--- config.mk ---
export PLATFORM = sky130hd
export DESIGN_NAME = hlk_lookup
export DESIGN_NICKNAME = d
export VERILOG_FILES = /design/src/rtl/hlk_pkg.sv /design/src/rtl/hlk_prio_enc.sv /design/src/rtl/hlk_bank.sv /design/src/rtl/hlk_lookup.sv
export SDC_FILE = /design/constraint.sdc
export NUM_CORES = 1
export LEC_CHECK = 0
export BUFFER_PORTS_ARGS = -buffer_cell sky130_fd_sc_hd__buf_2
export CORE_ASPECT_RATIO = 1.1
export CORE_MARGIN = 4
export CORE_UTILIZATION = 45
export DETAILED_ROUTE_END_ITERATION = 7
export HOLD_SLACK_MARGIN = 0.1
export MAX_ROUTING_LAYER = met4
export PLACE_DENSITY_LB_ADDON = 0.3
export SETUP_SLACK_MARGIN = 0.3
export SYNTH_ARGS = -nofsm -noshare
export SYNTH_HDL_FRONTEND = slang
export SYNTH_SLANG_ARGS = --single-unit
export TNS_END_PERCENT = 100
--- constraint.sdc ---
create_clock -name clk -period 4.9 [get_ports clk]
set_input_delay 0.49 -clock clk [delete_from_list [all_inputs] [get_ports clk]]
set_output_delay 0.49 -clock clk [all_outputs]
set_load 0.02 [all_outputs]
--- src/rtl/hlk_pkg.sv ---
package hlk_pkg;

   typedef enum logic {
      PRIO_LOW_FIRST  = 1'b0,
      PRIO_HIGH_FIRST = 1'b1
   } prio_dir_e;

   localparam int unsigned DEF_LEVELS  = 3;
   localparam int unsigned DEF_ENTRIES = 8;
   localparam int unsigned DEF_KEY_W   = 16;
   localparam int unsigned DEF_DATA_W  = 16;

   function automatic int unsigned idx_width(input int unsigned n);
      return (n > 1) ? $clog2(n) : 1;
   endfunction

endpackage

--- src/rtl/hlk_prio_enc.sv ---
module hlk_prio_enc
   import hlk_pkg::*;
#(
   parameter int unsigned N   = 8,
   parameter prio_dir_e   DIR = PRIO_LOW_FIRST,
   localparam int unsigned IW = idx_width(N)
) (
   input  logic [N-1:0]  req,
   output logic [N-1:0]  grant,
   output logic [IW-1:0] idx,
   output logic          any
);

   if (N < 1) begin : g_bad_n
      $error("hlk_prio_enc: N must be at least 1");
   end

   assign any = |req;

   if (DIR == PRIO_LOW_FIRST) begin : g_low
      always_comb begin
         logic found;
         found = 1'b0;
         grant = '0;
         idx   = '0;
         for (int i = 0; i < int'(N); i++) begin
            if (req[i] && !found) begin
               found    = 1'b1;
               grant[i] = 1'b1;
               idx      = IW'(i);
            end
         end
      end
   end else begin : g_high
      always_comb begin
         logic found;
         found = 1'b0;
         grant = '0;
         idx   = '0;
         for (int i = int'(N) - 1; i >= 0; i--) begin
            if (req[i] && !found) begin
               found    = 1'b1;
               grant[i] = 1'b1;
               idx      = IW'(i);
            end
         end
      end
   end

endmodule

--- src/rtl/hlk_bank.sv ---
module hlk_bank
   import hlk_pkg::*;
#(
   parameter int unsigned     ENTRIES = DEF_ENTRIES,
   parameter int unsigned     KEY_W   = DEF_KEY_W,
   parameter int unsigned     DATA_W  = DEF_DATA_W,
   parameter logic [KEY_W-1:0] MASK   = '1,
   localparam int unsigned    IDX_W   = idx_width(ENTRIES)
) (
   input  logic              clk,
   input  logic              rst_n,
   input  logic              we,
   input  logic              wvalid,
   input  logic [IDX_W-1:0]  widx,
   input  logic [KEY_W-1:0]  wkey,
   input  logic [DATA_W-1:0] wdata,
   input  logic [KEY_W-1:0]  srch_key,
   output logic              hit,
   output logic [IDX_W-1:0]  hit_idx,
   output logic [DATA_W-1:0] hit_data
);

   if (ENTRIES < 1) begin : g_bad_entries
      $error("hlk_bank: ENTRIES must be at least 1");
   end
   if (KEY_W < 1 || DATA_W < 1) begin : g_bad_width
      $error("hlk_bank: key and data widths must be positive");
   end
   if (MASK == '0) begin : g_bad_mask
      $error("hlk_bank: a level mask with no bits set matches everything");
   end

   logic [ENTRIES-1:0]             valid_q;
   logic [ENTRIES-1:0][KEY_W-1:0]  key_q;
   logic [ENTRIES-1:0][DATA_W-1:0] data_q;
   logic [ENTRIES-1:0]             match;
   logic [ENTRIES-1:0]             grant;
   logic [KEY_W-1:0]               srch_masked;

   assign srch_masked = srch_key & MASK;

   for (genvar e = 0; e < int'(ENTRIES); e++) begin : g_entry
      always_ff @(posedge clk or negedge rst_n) begin
         if (!rst_n) begin
            valid_q[e] <= 1'b0;
            key_q[e]   <= '0;
            data_q[e]  <= '0;
         end else if (we && widx == IDX_W'(e)) begin
            valid_q[e] <= wvalid;
            key_q[e]   <= wkey & MASK;
            data_q[e]  <= wdata;
         end
      end

      assign match[e] = valid_q[e] && (key_q[e] == srch_masked);
   end

   hlk_prio_enc #(
      .N   (ENTRIES),
      .DIR (PRIO_LOW_FIRST)
   ) i_entry_enc (
      .req   (match),
      .grant (grant),
      .idx   (hit_idx),
      .any   (hit)
   );

   assign hit_data = data_q[hit_idx];

   // at most one entry is granted, and only one that matched
   a_r5_single_grant: assert property (@(posedge clk) disable iff (!rst_n)
      $onehot0(grant) && ((grant & ~match) == '0));

   // the granted entry is the lowest-numbered one among the matches
   a_r5_lowest_wins: assert property (@(posedge clk) disable iff (!rst_n)
      hit |-> ((match & ((ENTRIES'(1) << hit_idx) - ENTRIES'(1))) == '0));

   // an entry cleared through the write port is not reported next cycle
   a_r8_cleared_silent: assert property (@(posedge clk) disable iff (!rst_n)
      (we && !wvalid) |=> !(hit && hit_idx == $past(widx)));

endmodule

--- src/rtl/hlk_lookup.sv ---
module hlk_lookup
   import hlk_pkg::*;
#(
   parameter int unsigned LEVELS  = DEF_LEVELS,
   parameter int unsigned ENTRIES = DEF_ENTRIES,
   parameter int unsigned KEY_W   = DEF_KEY_W,
   parameter int unsigned DATA_W  = DEF_DATA_W,
   parameter logic [LEVELS*KEY_W-1:0] LEVEL_MASKS = {16'hFFFF, 16'hFF00, 16'hF000},
   localparam int unsigned IDX_W  = idx_width(ENTRIES),
   localparam int unsigned LVL_W  = idx_width(LEVELS)
) (
   input  logic                     clk,
   input  logic                     rst_n,
   input  logic [LEVELS-1:0]        wr_en,
   input  logic [LEVELS-1:0]        wr_valid,
   input  logic [LEVELS*IDX_W-1:0]  wr_index,
   input  logic [LEVELS*KEY_W-1:0]  wr_key,
   input  logic [LEVELS*DATA_W-1:0] wr_data,
   input  logic                     dflt_we,
   input  logic [DATA_W-1:0]        dflt_data,
   input  logic                     lk_valid,
   input  logic [KEY_W-1:0]         lk_key,
   output logic                     res_valid,
   output logic                     res_hit,
   output logic [LVL_W-1:0]         res_level,
   output logic [IDX_W-1:0]         res_index,
   output logic [DATA_W-1:0]        res_data
);

   if (LEVELS < 1) begin : g_bad_levels
      $error("hlk_lookup: LEVELS must be at least 1");
   end

   // Deeper levels must refine shallower ones: every bit a level checks
   // is also checked by each level below it in the hierarchy.
   for (genvar l = 1; l < int'(LEVELS); l++) begin : g_mask_chk
      if ((LEVEL_MASKS[l*KEY_W +: KEY_W] & LEVEL_MASKS[(l-1)*KEY_W +: KEY_W])
          != LEVEL_MASKS[(l-1)*KEY_W +: KEY_W]) begin : g_bad_nest
         $error("hlk_lookup: level masks are not nested");
      end
   end

   logic [LEVELS-1:0]             lvl_hit;
   logic [LEVELS-1:0][IDX_W-1:0]  lvl_idx;
   logic [LEVELS-1:0][DATA_W-1:0] lvl_data;
   logic [LEVELS-1:0]             lvl_grant;
   logic [LVL_W-1:0]              win_lvl;
   logic                          any_hit;
   logic [DATA_W-1:0]             dflt_q;

   for (genvar l = 0; l < int'(LEVELS); l++) begin : g_level
      hlk_bank #(
         .ENTRIES (ENTRIES),
         .KEY_W   (KEY_W),
         .DATA_W  (DATA_W),
         .MASK    (LEVEL_MASKS[l*KEY_W +: KEY_W])
      ) i_bank (
         .clk      (clk),
         .rst_n    (rst_n),
         .we       (wr_en[l]),
         .wvalid   (wr_valid[l]),
         .widx     (wr_index[l*IDX_W +: IDX_W]),
         .wkey     (wr_key[l*KEY_W +: KEY_W]),
         .wdata    (wr_data[l*DATA_W +: DATA_W]),
         .srch_key (lk_key),
         .hit      (lvl_hit[l]),
         .hit_idx  (lvl_idx[l]),
         .hit_data (lvl_data[l])
      );
   end

   hlk_prio_enc #(
      .N   (LEVELS),
      .DIR (PRIO_HIGH_FIRST)
   ) i_level_enc (
      .req   (lvl_hit),
      .grant (lvl_grant),
      .idx   (win_lvl),
      .any   (any_hit)
   );

   always_ff @(posedge clk or negedge rst_n) begin
      if (!rst_n) begin
         dflt_q <= '0;
      end else if (dflt_we) begin
         dflt_q <= dflt_data;
      end
   end

   always_ff @(posedge clk or negedge rst_n) begin
      if (!rst_n) begin
         res_valid <= 1'b0;
         res_hit   <= 1'b0;
         res_level <= '0;
         res_index <= '0;
         res_data  <= '0;
      end else begin
         res_valid <= lk_valid;
         if (lk_valid) begin
            res_hit <= any_hit;
            if (any_hit) begin
               res_level <= win_lvl;
               res_index <= lvl_idx[win_lvl];
               res_data  <= lvl_data[win_lvl];
            end else begin
               res_level <= '0;
               res_index <= '0;
               res_data  <= dflt_q;
            end
         end
      end
   end

   // the result is valid exactly one cycle after the request
   a_r2_valid_follows: assert property (@(posedge clk) disable iff (!rst_n)
      lk_valid |=> res_valid);
   a_r2_no_spurious: assert property (@(posedge clk) disable iff (!rst_n)
      !lk_valid |=> !res_valid);

   // a hit in the deepest level always wins
   a_r4_deepest_wins: assert property (@(posedge clk) disable iff (!rst_n)
      (lk_valid && lvl_hit[LEVELS-1]) |=> (res_hit && res_level == LVL_W'(LEVELS-1)));

   // the level picker grants one level, and only one that hit
   a_r4_one_level: assert property (@(posedge clk) disable iff (!rst_n)
      $onehot0(lvl_grant) && ((lvl_grant & ~lvl_hit) == '0));

   // a miss returns the fallback value with the flag low
   a_r6_miss_fallback: assert property (@(posedge clk) disable iff (!rst_n)
      (lk_valid && lvl_hit == '0) |=> (!res_hit && res_data == $past(dflt_q)));

   // result fields are frozen while no lookup is requested
   a_r11_hold: assert property (@(posedge clk) disable iff (!rst_n)
      !lk_valid |=> ($stable(res_hit) && $stable(res_level)
                     && $stable(res_index) && $stable(res_data)));

endmodule

=== Yosys cells after proc, flatten, opt, wreduce, memory -nomap -nowiden ===
Index checks and enable logic that the tools add are counted.

* Multiplexer cells: 60
* Reduce and logical (&&, ||, !) cells: 101
* Order comparisons: 4
* Eq/ne operators: 45

{| class="wikitable"
|+ Operators with widths
! cell !! number
|-
| $bmux 16 s3 || 3
|-
| $eq 16x16->1 || 8
|-
| $mux 16 || 5
|-
| $logic_and 1x1->1 || 71
|-
| $eq 8x8->1 || 8
|-
| $mux 3 || 20
|-
| $eq 3x3->1 const B || 12
|-
| $bmux 16 s2 || 1
|-
| $eq 4x4->1 || 8
|-
| $mux 1 || 26
|-
| $reduce_or 24->1 || 1
|-
| $reduce_or 8->1 || 3
|-
| $logic_not 1->1 || 23
|-
| $eq 3x2->1 const B || 6
|-
| $lt 3x4->1 const B || 3
|-
| $eq 3x1->1 const B || 3
|-
| $logic_not 3->1 || 3
|-
| $mux 2 || 4
|-
| $bmux 3 s2 || 1
|-
| $lt 2x3->1 const B || 1
|}

* Input port bits: 147
* Register bits after elaboration: 671
* Logic and storage cells: 288
* Output and inout port bits: 23

=== Longest topological paths before layout ===
Gate-level depths: netlist (run 1).

* Depth in word-level cells: 29
* Mapped depth: 16
* Depth with buffers taken out: 10

=== Cells and area by module ===
From an unflattened synthesis (run 1), not the netlist that was laid out.

* Cell total of the unflattened synthesis: 2,125
* Area total of the unflattened synthesis: 32,000.7 um2

{| class="wikitable"
|+ By module, submodules not included
! module !! cells an instance !! area each (um2) !! sequential area each (um2) !! instances
|-
| hlk_bank (g_level[2].i_bank) || 815 || 12,313.1 || 6,606.3 || 1
|-
| hlk_bank (g_level[1].i_bank) || 592 || 9,242.6 || 5,004.8 || 1
|-
| hlk_bank (g_level[0].i_bank) || 471 || 7,714.9 || 4,204.0 || 1
|-
| hlk_lookup || 175 || 2,239.6 || 975.9 || 1
|-
| hlk_prio_enc (g_level[0].i_bank.i_entry_enc ...) || 22 || 150.1 || 0.0 || 3
|-
| hlk_prio_enc (i_level_enc) || 6 || 40.0 || 0.0 || 1
|}

=== Worst setup path before layout (run 1) ===
OpenSTA, ideal clock, no wires.

* Kind: input -> register
* Start: input lk_key[13]
* End: register res_data[7]
* Arrival time: 3.228 ns
* Setup slack: 1.540 ns
* Required time: 4.767 ns
* Path buffers: 2
* Cell stages on the path: 12
* Library setup time: 0.133 ns
* Path through: buf_2 buf_6 xnor2_1 nand4_1 nor3_1 nor3b_1 o21ba_2 o21ai_1 o31a_2 mux2_2 a2111oi_2 a31oi_1

* Longest elaborated chain between the ends: 29
* Elaborated cells on any way between the ends: 154
* Classes of those cells: eq/ne: 24; mux: 56; reduce/logical: 74

{| class="wikitable"
|+ Ends and longest elaborated chain
! element !! RTL line !! source
|-
| start, declared || hlk_lookup.sv:22 || <nowiki>input logic [KEY_W-1:0] lk_key,</nowiki>
|-
| $eq 16x16->1, or another cell as far along || hlk_bank.sv:55 || <nowiki>assign match[e] = valid_q[e] && (key_q[e] == srch_masked);</nowiki>
|-
| $logic_and 1x1->1 || hlk_bank.sv:55 ||
|-
| $mux 1 || hlk_prio_enc.sv:27 || <nowiki>if (req[i] && !found) begin</nowiki>
|-
| $logic_not 1->1 || hlk_prio_enc.sv:27 ||
|-
| $logic_and 1x1->1 || hlk_prio_enc.sv:27 ||
|-
| $mux 1 || hlk_prio_enc.sv:27 ||
|-
| $logic_not 1->1 || hlk_prio_enc.sv:27 ||
|-
| $logic_and 1x1->1 || hlk_prio_enc.sv:27 ||
|-
| (+13 left out) || n/a ||
|-
| $logic_not 1->1 || hlk_prio_enc.sv:27 ||
|-
| $logic_and 1x1->1 || hlk_prio_enc.sv:27 ||
|-
| $mux 3 || hlk_prio_enc.sv:27 ||
|-
| $bmux 16 s3 || hlk_bank.sv:68 || <nowiki>assign hit_data = data_q[hit_idx];</nowiki>
|-
| $mux 16 (not written as such) || hlk_bank.sv:68 ||
|-
| $bmux 16 s2 || hlk_lookup.sv:104 || <nowiki>res_data <= lvl_data[win_lvl];</nowiki>
|-
| $mux 16 (not written as such) || hlk_lookup.sv:104 ||
|-
| $mux 16 (*) || hlk_lookup.sv:101 || <nowiki>if (any_hit) begin</nowiki>
|-
| end signal, assigned || hlk_lookup.sv:104 ||
|-
| end signal, assigned || hlk_lookup.sv:108 || <nowiki>res_data <= dflt_q;</nowiki>
|-
| end, declared || hlk_lookup.sv:27 || <nowiki>output logic [DATA_W-1:0] res_data</nowiki>
|}

Every way passes the cells marked *; elsewhere a longest branch is shown, timed or not. The select of a mux whose other input is x is not followed.
A chain may end at the register's enable or synchronous reset.

=== Worst setup path in the final report (run 1) ===
* Start: register g_level[2].i_bank.key_q[57] (netlist name)
* End: register res_data[7]

* Longest elaborated chain between the ends: 21
* Elaborated cells on any way between the ends: 36
* Classes of those cells: eq/ne: 1; mux: 19; reduce/logical: 16

{| class="wikitable"
|+ Ends and longest elaborated chain
! element !! RTL line !! source
|-
| start, declared || hlk_bank.sv:34 || <nowiki>logic [ENTRIES-1:0][KEY_W-1:0] key_q;</nowiki>
|-
| start signal, assigned by index || hlk_bank.sv:50 || <nowiki>key_q[e] <= wkey & MASK;</nowiki>
|-
| $eq 16x16->1 (*) || hlk_bank.sv:55 ||
|-
| $logic_and 1x1->1 (*) || hlk_bank.sv:55 ||
|-
| $logic_and 1x1->1 || hlk_prio_enc.sv:27 ||
|-
| $mux 1 || hlk_prio_enc.sv:27 ||
|-
| $logic_not 1->1 || hlk_prio_enc.sv:27 ||
|-
| $logic_and 1x1->1 || hlk_prio_enc.sv:27 ||
|-
| $mux 1 || hlk_prio_enc.sv:27 ||
|-
| $logic_not 1->1 || hlk_prio_enc.sv:27 ||
|-
| (+5 left out) || n/a ||
|-
| $logic_not 1->1 || hlk_prio_enc.sv:27 ||
|-
| $logic_and 1x1->1 || hlk_prio_enc.sv:27 ||
|-
| $mux 3 || hlk_prio_enc.sv:27 ||
|-
| $bmux 16 s3 || hlk_bank.sv:68 ||
|-
| $mux 16 (not written as such) || hlk_bank.sv:68 ||
|-
| $bmux 16 s2 || hlk_lookup.sv:104 ||
|-
| $mux 16 (not written as such) || hlk_lookup.sv:104 ||
|-
| $mux 16 (*) || hlk_lookup.sv:101 ||
|}

Marked as above.

==> results.cfg, run 1 <==
[clock_tree]
clock_tree.root_cell = sky130_fd_sc_hd__clkbuf_16
worst_skew_pair.late_latency_ns = 0.62
cts_tree = built
htree_levels = 3
clkSlewWorstSetupHoldPaths_ns = 0.06
cts_max_path_buffers = 3
count_of_cells_resized_by_post_cts_repair = 0
cts.sinks = 671
cts_buffers = 72

[cells_and_area]
final_core_utilization = 0.5191
fill_cells = 5891
final_net_count = 2672
flow.area_growth_from_synthesis_pct = 14.61
post_route_cells_drive_above_1_share = 0.4207

[floorplanning]
ioPinCount = 170
start_util = 0.4529
core_area_sq_mm = 0.07032
die_height_um = 287.0
placementRows = 102
die_area_sq_mm = 0.07510
fp.dieW_um = 261.7

[route]
met1Wirelength_um = 37230
routed_wire_length_per_instance_um = 25.01
post_drt_via_cell_ratio = 5.758
dr_total_vias = 20310
wl_met3_um = 4544
dr_wl_met2_um = 43100
first_pass_iters = 5
route.top_layer_used = met4
postRouteAntennaNets = 0
totalWireLength_um = 88190
drt-initial-drc-count = 1173
drcViolationCount = 0

[synthesis]
synth_cell_type_count = 80
synth_sequential_area_ratio = 0.5272
synth_top_flop_cell = sky130_fd_sc_hd__dfrtp_1
post_synth_edffs = 0
flops_latches_synth = 671
synth.yosys.warnings = 0
mappedNetlistNets = 2479
syn_avg_cell_area_sq_um = 13.66
synthCells = 2332
synth-async-reset-ratio = 1.000
post_synth_instance_area_sq_mm = 0.03185

[global_route]
wire_length_of_the_first_global_routing_pass_um = 134800
antenna_found_initial = 15
pin_count_of_the_biggest_net_entering_global_routing = 140
grt.total_usage = 0.2438
grt_pass1_vias = 21770
gr-total-overflow = 0

[sta]
rsz0062_at_grt = no
fin_skew_ns = 0.02050
hold_ws_ns = 0.1526
drv_slew = 0
worstMarginPinSlew_ns = 1.218
timing.fmax_mhz = 250.1
final.setup.tns_ns = 0
final.setup.worst_slack_ns = 0.9010
finalHoldViolCount = 0
finalCriticalPeriod_ns = 3.999
period_share = 0.8161
timing.final.setup_violations = 0
timing.slew.headroom = 0.1836

[placement]
finalWeightedCongestion = 0.8940
hpwl_um = 60540
port-buffer-count = 149
pre_cts_ws_ns = 0.4250

[power_and_ir_drop]
vdd_ir_drop_max_mv = 0.3361
powerDensity_mw_per_mm2 = 457.2
static-leakage-power_uw = 0.01552

[critical_path]
critical_path_class = reg -> reg
critPathMaxFanout = 7
cp_data_arrival_time_ns = 4.47
worstSetupStartpointType = flop
cp-end-kind = flop
critPathRequiredTime_ns = 5.38

[min_path]
hp-class = in -> reg

[job]
drv_cap = 0

[status]
status = complete, no violations
-- per-stage QoR --
step	total power [uW]	instance area (sq um)	std cells
floorplan	9886	31850	2332
global placement	10940	33870	3372
detailed placement	11150	33870	3372
CTS	16850	36480	3515
global route	17500	36510	3527
finish	16690	36510	3527
-- sequential cells by signal (all words and copies together), names as in the netlist --
register	flops
dflt_q	16
g_level.i_bank.data_q	384
res_index	3
res_data	16
g_level.i_bank.key_q	224
res_valid	1
res_level	2
res_hit	1
g_level.i_bank.valid_q	24
-- synth_stat cells, drive strengths merged, types with 14 or more instances --
master,instances,area (sq um)
a21oi,30,153.9
buf,69,501.7
clkbuf,64,241.5
dfrtp,671,16790
mux2,660,7432
mux2i,101,1011
mux4,30,675.7
nand2,68,262.8
nand3,29,145.1
nand4,48,300.3
nand4b,14,122.6
nor2,37,138.9
nor3,29,150.1
nor4,31,221.5
o22ai,46,294.0
xnor2,145,1270
xor2,79,691.9
-- where the power goes --
part / total (uW) / switching, uW / internal (uW)
combinational: 3520 / 1680 / 1840
sequential: 7530 / 742 / 6780
clock: 5640 / 2280 / 3360
-- worst max-delay path, cell delays in order (launching register included) --
cell                        delay [ns]
sky130_fd_sc_hd__dfrtp_1          0.38
sky130_fd_sc_hd__xnor2_1          0.38
sky130_fd_sc_hd__or4b_1           0.56
sky130_fd_sc_hd__nor2_1           0.12
sky130_fd_sc_hd__nor4b_4          0.48
sky130_fd_sc_hd__nor2_1           0.21
sky130_fd_sc_hd__nand2_1          0.29
sky130_fd_sc_hd__o31a_2           0.32
sky130_fd_sc_hd__mux2_2           0.38
sky130_fd_sc_hd__a2111oi_2        0.59
sky130_fd_sc_hd__a31oi_1          0.15
-- placed cells by master (no fill, tap or decap), types with 8 or more instances in the layout --
cell type                       instances
sky130_fd_sc_hd__dfrtp_1              671
sky130_fd_sc_hd__mux2_2               660
sky130_fd_sc_hd__buf_2                148
sky130_fd_sc_hd__xnor2_1              145
sky130_fd_sc_hd__mux2i_1              101
sky130_fd_sc_hd__buf_4                 80
sky130_fd_sc_hd__xor2_1                79
sky130_fd_sc_hd__clkbuf_16             74
sky130_fd_sc_hd__nand2_1               67
sky130_fd_sc_hd__nand4_1               48
sky130_fd_sc_hd__o22ai_1               45
sky130_fd_sc_hd__nor2_1                37
sky130_fd_sc_hd__mux4_2                30
sky130_fd_sc_hd__nand3_1               29
sky130_fd_sc_hd__a21oi_1               29
sky130_fd_sc_hd__nor4_1                28
sky130_fd_sc_hd__nor3_1                22
sky130_fd_sc_hd__clkbuf_1              15
sky130_fd_sc_hd__dlygate4sd3_1         15
sky130_fd_sc_hd__nand4b_1              14
sky130_fd_sc_hd__diode_2               12
sky130_fd_sc_hd__clkinv_2              12
sky130_fd_sc_hd__or4_1                 10
sky130_fd_sc_hd__o211ai_1              10
sky130_fd_sc_hd__a31oi_1               10
sky130_fd_sc_hd__clkbuf_8              10
sky130_fd_sc_hd__or2_2                  8
sky130_fd_sc_hd__o21ai_0                8
sky130_fd_sc_hd__a22oi_1                8
sky130_fd_sc_hd__bufinv_16              8
sky130_fd_sc_hd__buf_12                 8
-- final timing paths --
| path | start | to | slack (ns) | cells after the start |
|---|---|---|---|---|
| setup / recovery | g_level[2].i_bank.key_q[57] | res_data[7] | 0.90 | 10 |
| hold / removal | dflt_data[8] | dflt_q[8] | 0.15 | 2 |
| setup reg to reg | g_level[2].i_bank.key_q[57] | res_data[7] | 0.90 | 10 |
| hold reg to reg | res_index[0] | res_index[0] | 0.49 | 1 |
| max in group asynchronous | rst_n | g_level[0].i_bank.data_q[83] | 3.00 | 3 |
| min in group asynchronous | rst_n | g_level[2].i_bank.key_q[101] | 0.50 | 2 |
-- routing by layer --
layer / vias up / track usage
met5: - / -
met4: 0 / 0.09104
met3: 142 / 0.04247
met2: 493 / 0.3913
met1: 10740 / 0.3122
li1: 8930 / -
-- cell families (layout without fill, tap and decap cells) --
group,count (synthesis),after routing,share of synthesized area
multiplexers,791,791,0.2863
flip-flops,671,671,0.5272
AND/OR/NAND/NOR,332,332,0.06148
XOR/XNOR,224,224,0.06160
AO/OA/AOI/OAI,177,177,0.03964
buffers and inverters,137,384,0.02381
other,0,12,0
-- area by class of cell --
class / count / area [sq um] / area share
repair buffers: 252 / 1667 / 0.04565
diodes: 12 / 30.03 / 0.0008226
clock buffers: 99 / 2046 / 0.05604
multi-input cells: 1524 / 14380 / 0.3938
well taps: 936 / 1171 / 0.03208
clock inverters: 29 / 409.1 / 0.01121
flip-flops and latches: 671 / 16790 / 0.4600
inverters: 4 / 15.01 / 0.0004113
-- repair_timing --
action | CTS | global route
hold buffers | 15 | 0
buffers inserted | 0 | 0
endpoints found under the setup margin | 0 | 0
hold endpoints to repair | 117 | 0
No activity file was read; power rests on OpenSTA's default activity.
==> run 2: changes to the inputs <==
--- a/config.mk
+++ b/config.mk
@@ -5,6 +5,7 @@
 export SDC_FILE = /design/constraint.sdc
 export NUM_CORES = 1
 export LEC_CHECK = 0
+export ABC_AREA = 1
 export BUFFER_PORTS_ARGS = -buffer_cell sky130_fd_sc_hd__buf_2
 export CORE_ASPECT_RATIO = 1.1
 export CORE_MARGIN = 4
==> constraint.sdc (replaced) <==
create_clock -name clk -period 3.6 [get_ports clk]
set_input_delay 0.36 -clock clk [delete_from_list [all_inputs] [get_ports clk]]
set_output_delay 0.36 -clock clk [all_outputs]
set_load 0.02 [all_outputs]
==> run 2 against run 1 <==
  * Setup slack got worse by 0.44 ns
  * Cell count increased by 65%
  * Critical endpoint is now res_data[1]
  * Fmax increased by 28%
  * Sequential power increased by 31%
  * Die area increased by 8.2%
  * Clock skew increased by 0.0031 ns
  * Via count increased by 50%
  * Global-route usage increased by 2.2 points
==> results.cfg, run 2 <==
[placement]
pre_cts_ws_ns = 0.1619
place_area_sq_mm = 0.03647
hpwl_um = 68170
finalWeightedCongestion = 0.9471
port-buffer-count = 149

[floorplanning]
start_util = 0.4544
fp.dieW_um = 272.1
die_height_um = 298.5
ioPinCount = 170
placementRows = 106
die_area_sq_mm = 0.08124
core_area_sq_mm = 0.07600

[route]
post_drt_via_cell_ratio = 5.234
routed_wire_length_per_instance_um = 18.08
dr_total_vias = 30500
first_pass_iters = 5
drcViolationCount = 0
totalWireLength_um = 105300
postRouteAntennaNets = 0
drt-initial-drc-count = 3070

[cells_and_area]
final_core_utilization = 0.5233
final_net_count = 4890
final_cell_area_sq_mm = 0.03977
largest-register = g_level.i_bank.data_q
layout_commonest_cell = sky130_fd_sc_hd__nand2_1
reg_top3 = g_level.i_bank.data_q (384), g_level.i_bank.key_q (224), g_level.i_bank.valid_q (24)
final_cell_mix = sky130_fd_sc_hd__nand2_1, sky130_fd_sc_hd__dfrtp_1, sky130_fd_sc_hd__o21ai_0
largest_reg_flops = 384
post_route_cells_drive_above_1_share = 0.1029
flow.area_growth_from_synthesis_pct = 15.16
antenna_cells_inserted = 0

[synthesis]
synth_top_flop_cell = sky130_fd_sc_hd__dfrtp_1
mappedNetlistNets = 4713
synth.yosys.warnings = 0
post_synth_edffs = 0
synth.area.top_cells = sky130_fd_sc_hd__dfrtp_1, sky130_fd_sc_hd__nand2_1, sky130_fd_sc_hd__o21ai_0, sky130_fd_sc_hd__nand3_1, sky130_fd_sc_hd__inv_1
synth_commonest_cells = sky130_fd_sc_hd__nand2_1, sky130_fd_sc_hd__dfrtp_1, sky130_fd_sc_hd__o21ai_0
synth_top_area_share = 0.4862
synth_sequential_area_ratio = 0.4862
post_synth_instance_area_sq_mm = 0.03453
syn_avg_cell_area_sq_um = 7.563
synth_cell_type_count = 56
synth-async-reset-ratio = 1.000
flops_latches_synth = 671
synth.most_common_cell = sky130_fd_sc_hd__nand2_1
synth.largest_area_cell = sky130_fd_sc_hd__dfrtp_1
synthCells = 4566

[status]
status = complete, no violations

[critical_path]
worstSetupStartpointType = flop
endpoint_of_the_lowest_slack_register_to_register_path = res_data[1]
launching_element_of_the_worst_setup_path = g_level[2].i_bank.key_q[52]
reg_to_reg_slack_setup_ns = 0.47
critical_path_class = reg -> reg
worst-r2r-cell-count = 15
setup.worst_path.end = res_data[1]
critPathRequiredTime_ns = 4.12
critPathMaxFanout = 11
crit-reg2reg-launch = g_level[2].i_bank.key_q[52]
cp-end-kind = flop
cp_data_arrival_time_ns = 3.65

[clock_tree]
post_cts.repair.setup_buffers = 0
clock_tree.root_cell = sky130_fd_sc_hd__clkbuf_16
worst_skew_pair.late_latency_ns = 0.63
count_of_cells_resized_by_post_cts_repair = 0
htree_levels = 3
cts-hold-fix-buffers = 84
cts.sinks = 671
clkSlewWorstSetupHoldPaths_ns = 0.06
cts_max_path_buffers = 3
cts_buffers = 74
cts_tree = built

[power_and_ir_drop]
powerDensity_mw_per_mm2 = 561.5
vdd_ir_drop_max_mv = 0.3866
static-leakage-power_uw = 0.02004

[global_route]
antenna_found_initial = 0
wire_length_of_the_first_global_routing_pass_um = 166500
gr-total-overflow = 0
pin_count_of_the_biggest_net_entering_global_routing = 92
grt.total_usage = 0.2663
grt_pass1_vias = 29390

[sta]
timing.final.setup_violations = 0
finalCriticalPeriod_ns = 3.135
timing.fmax_mhz = 319.0
final.setup.tns_ns = 0
final.setup.worst_slack_ns = 0.4652
period_share = 0.8708
worstMarginPinSlew_ns = 1.038
rsz0062_at_grt = no
hold_ws_ns = 0.1317
finalHoldViolCount = 0
timing.slew.headroom = 0.3059
fin_skew_ns = 0.02363
drv_slew = 0

[min_path]
hp-class = in -> reg

[job]
drv_cap = 0
run 2: cell count changes after synthesis, moves of 35 or more:
cell | previous run | this run
sky130_fd_sc_hd__nand3b_1 | 2 | 37
sky130_fd_sc_hd__xor2_1 | 79 | 15
sky130_fd_sc_hd__inv_1 | 4 | 465
sky130_fd_sc_hd__o21ai_0 | 8 | 644
sky130_fd_sc_hd__clkbuf_1 | 63 | 131
sky130_fd_sc_hd__xnor2_1 | 145 | 50
sky130_fd_sc_hd__mux2_2 | 660 | 16
sky130_fd_sc_hd__nor2_1 | 37 | 253
sky130_fd_sc_hd__o22ai_1 | 45 | 6
sky130_fd_sc_hd__mux2i_1 | 101 | 0
sky130_fd_sc_hd__nand2_1 | 67 | 1470
sky130_fd_sc_hd__nand3_1 | 29 | 435
run 2: layer usage:
| metal | vias to the layer above | routed length, um | global-route usage |
|---|---|---|---|
| met5 | - | 0 | - |
| met4 | 0 | 4595 | 0.1071 |
| met3 | 254 | 7370 | 0.04023 |
| met2 | 1057 | 48380 | 0.4178 |
| met1 | 14340 | 44980 | 0.3498 |
| li1 | 14850 | - | - |
run 2: cell type report:
cell class	instances	area, sq um
fill	7352	36230
inverter	494	1864
tap	1026	1284
clock inverter	16	171.4
multi-input combinational	3152	14570
sequential	671	16790
clock buffer	118	2287
timing repair buffer	350	2800
run 2: worst max-delay path, cell delays in order, from the launching register on:
cell and delay [ns]:
sky130_fd_sc_hd__dfrtp_1 0.39, sky130_fd_sc_hd__xnor2_1 0.45, sky130_fd_sc_hd__nand3_1 0.13, sky130_fd_sc_hd__nor2_1 0.14
sky130_fd_sc_hd__nand3_1 0.14, sky130_fd_sc_hd__nand2_1 0.19, sky130_fd_sc_hd__inv_1 0.09, sky130_fd_sc_hd__o21ai_2 0.59
sky130_fd_sc_hd__buf_12 0.22, sky130_fd_sc_hd__nand3_1 0.08, sky130_fd_sc_hd__nand3_1 0.09, sky130_fd_sc_hd__nand2_1 0.05
sky130_fd_sc_hd__nor2_1 0.21, sky130_fd_sc_hd__nand2_1 0.10, sky130_fd_sc_hd__nand2_1 0.07, sky130_fd_sc_hd__nand2_1 0.05
run 2: worst min path at each step:
| stage | start | endpoint | slack, ns | cells after the start |
|---|---|---|---|---|
| after detailed placement | res_data[7] | res_data[7] | 0.46 | 2 |
| after CTS | wr_data[35] | g_level[2].i_bank.data_q[115] | 0.10 | 3 |
| after floorplan | rst_n | dflt_q[0] | 0.06 | 0 |
| after global placement | g_level[1].i_bank.data_q[13] | g_level[1].i_bank.data_q[13] | 0.46 | 2 |
| after global routing | wr_data[38] | g_level[2].i_bank.data_q[118] | 0.13 | 3 |
| final | wr_data[35] | g_level[2].i_bank.data_q[115] | 0.13 | 3 |
run 2: kinds of logic after synthesis:
group | count (synthesis) | share of synthesized area
multiplexers | 16 | 0.005217
flip-flops | 671 | 0.4862
AND/OR/NAND/NOR | 2327 | 0.2878
AO/OA/AOI/OAI | 743 | 0.1103
XOR/XNOR | 66 | 0.01696
buffers and inverters | 743 | 0.09352
run 2: power breakdown:
part           internal (uW)  total [uW]  switching [uW]
registers               8980        9860             878
clock network           4400        7630            3230
logic                   1840        4840            2990
run 2: per-stage QoR:
step	cells	power [uW]
after CTS	5827	22460
final	5827	22330
after global placement	5609	14590
after floorplan	4566	13090
after detailed placement	5609	14710
after global routing	5827	23660
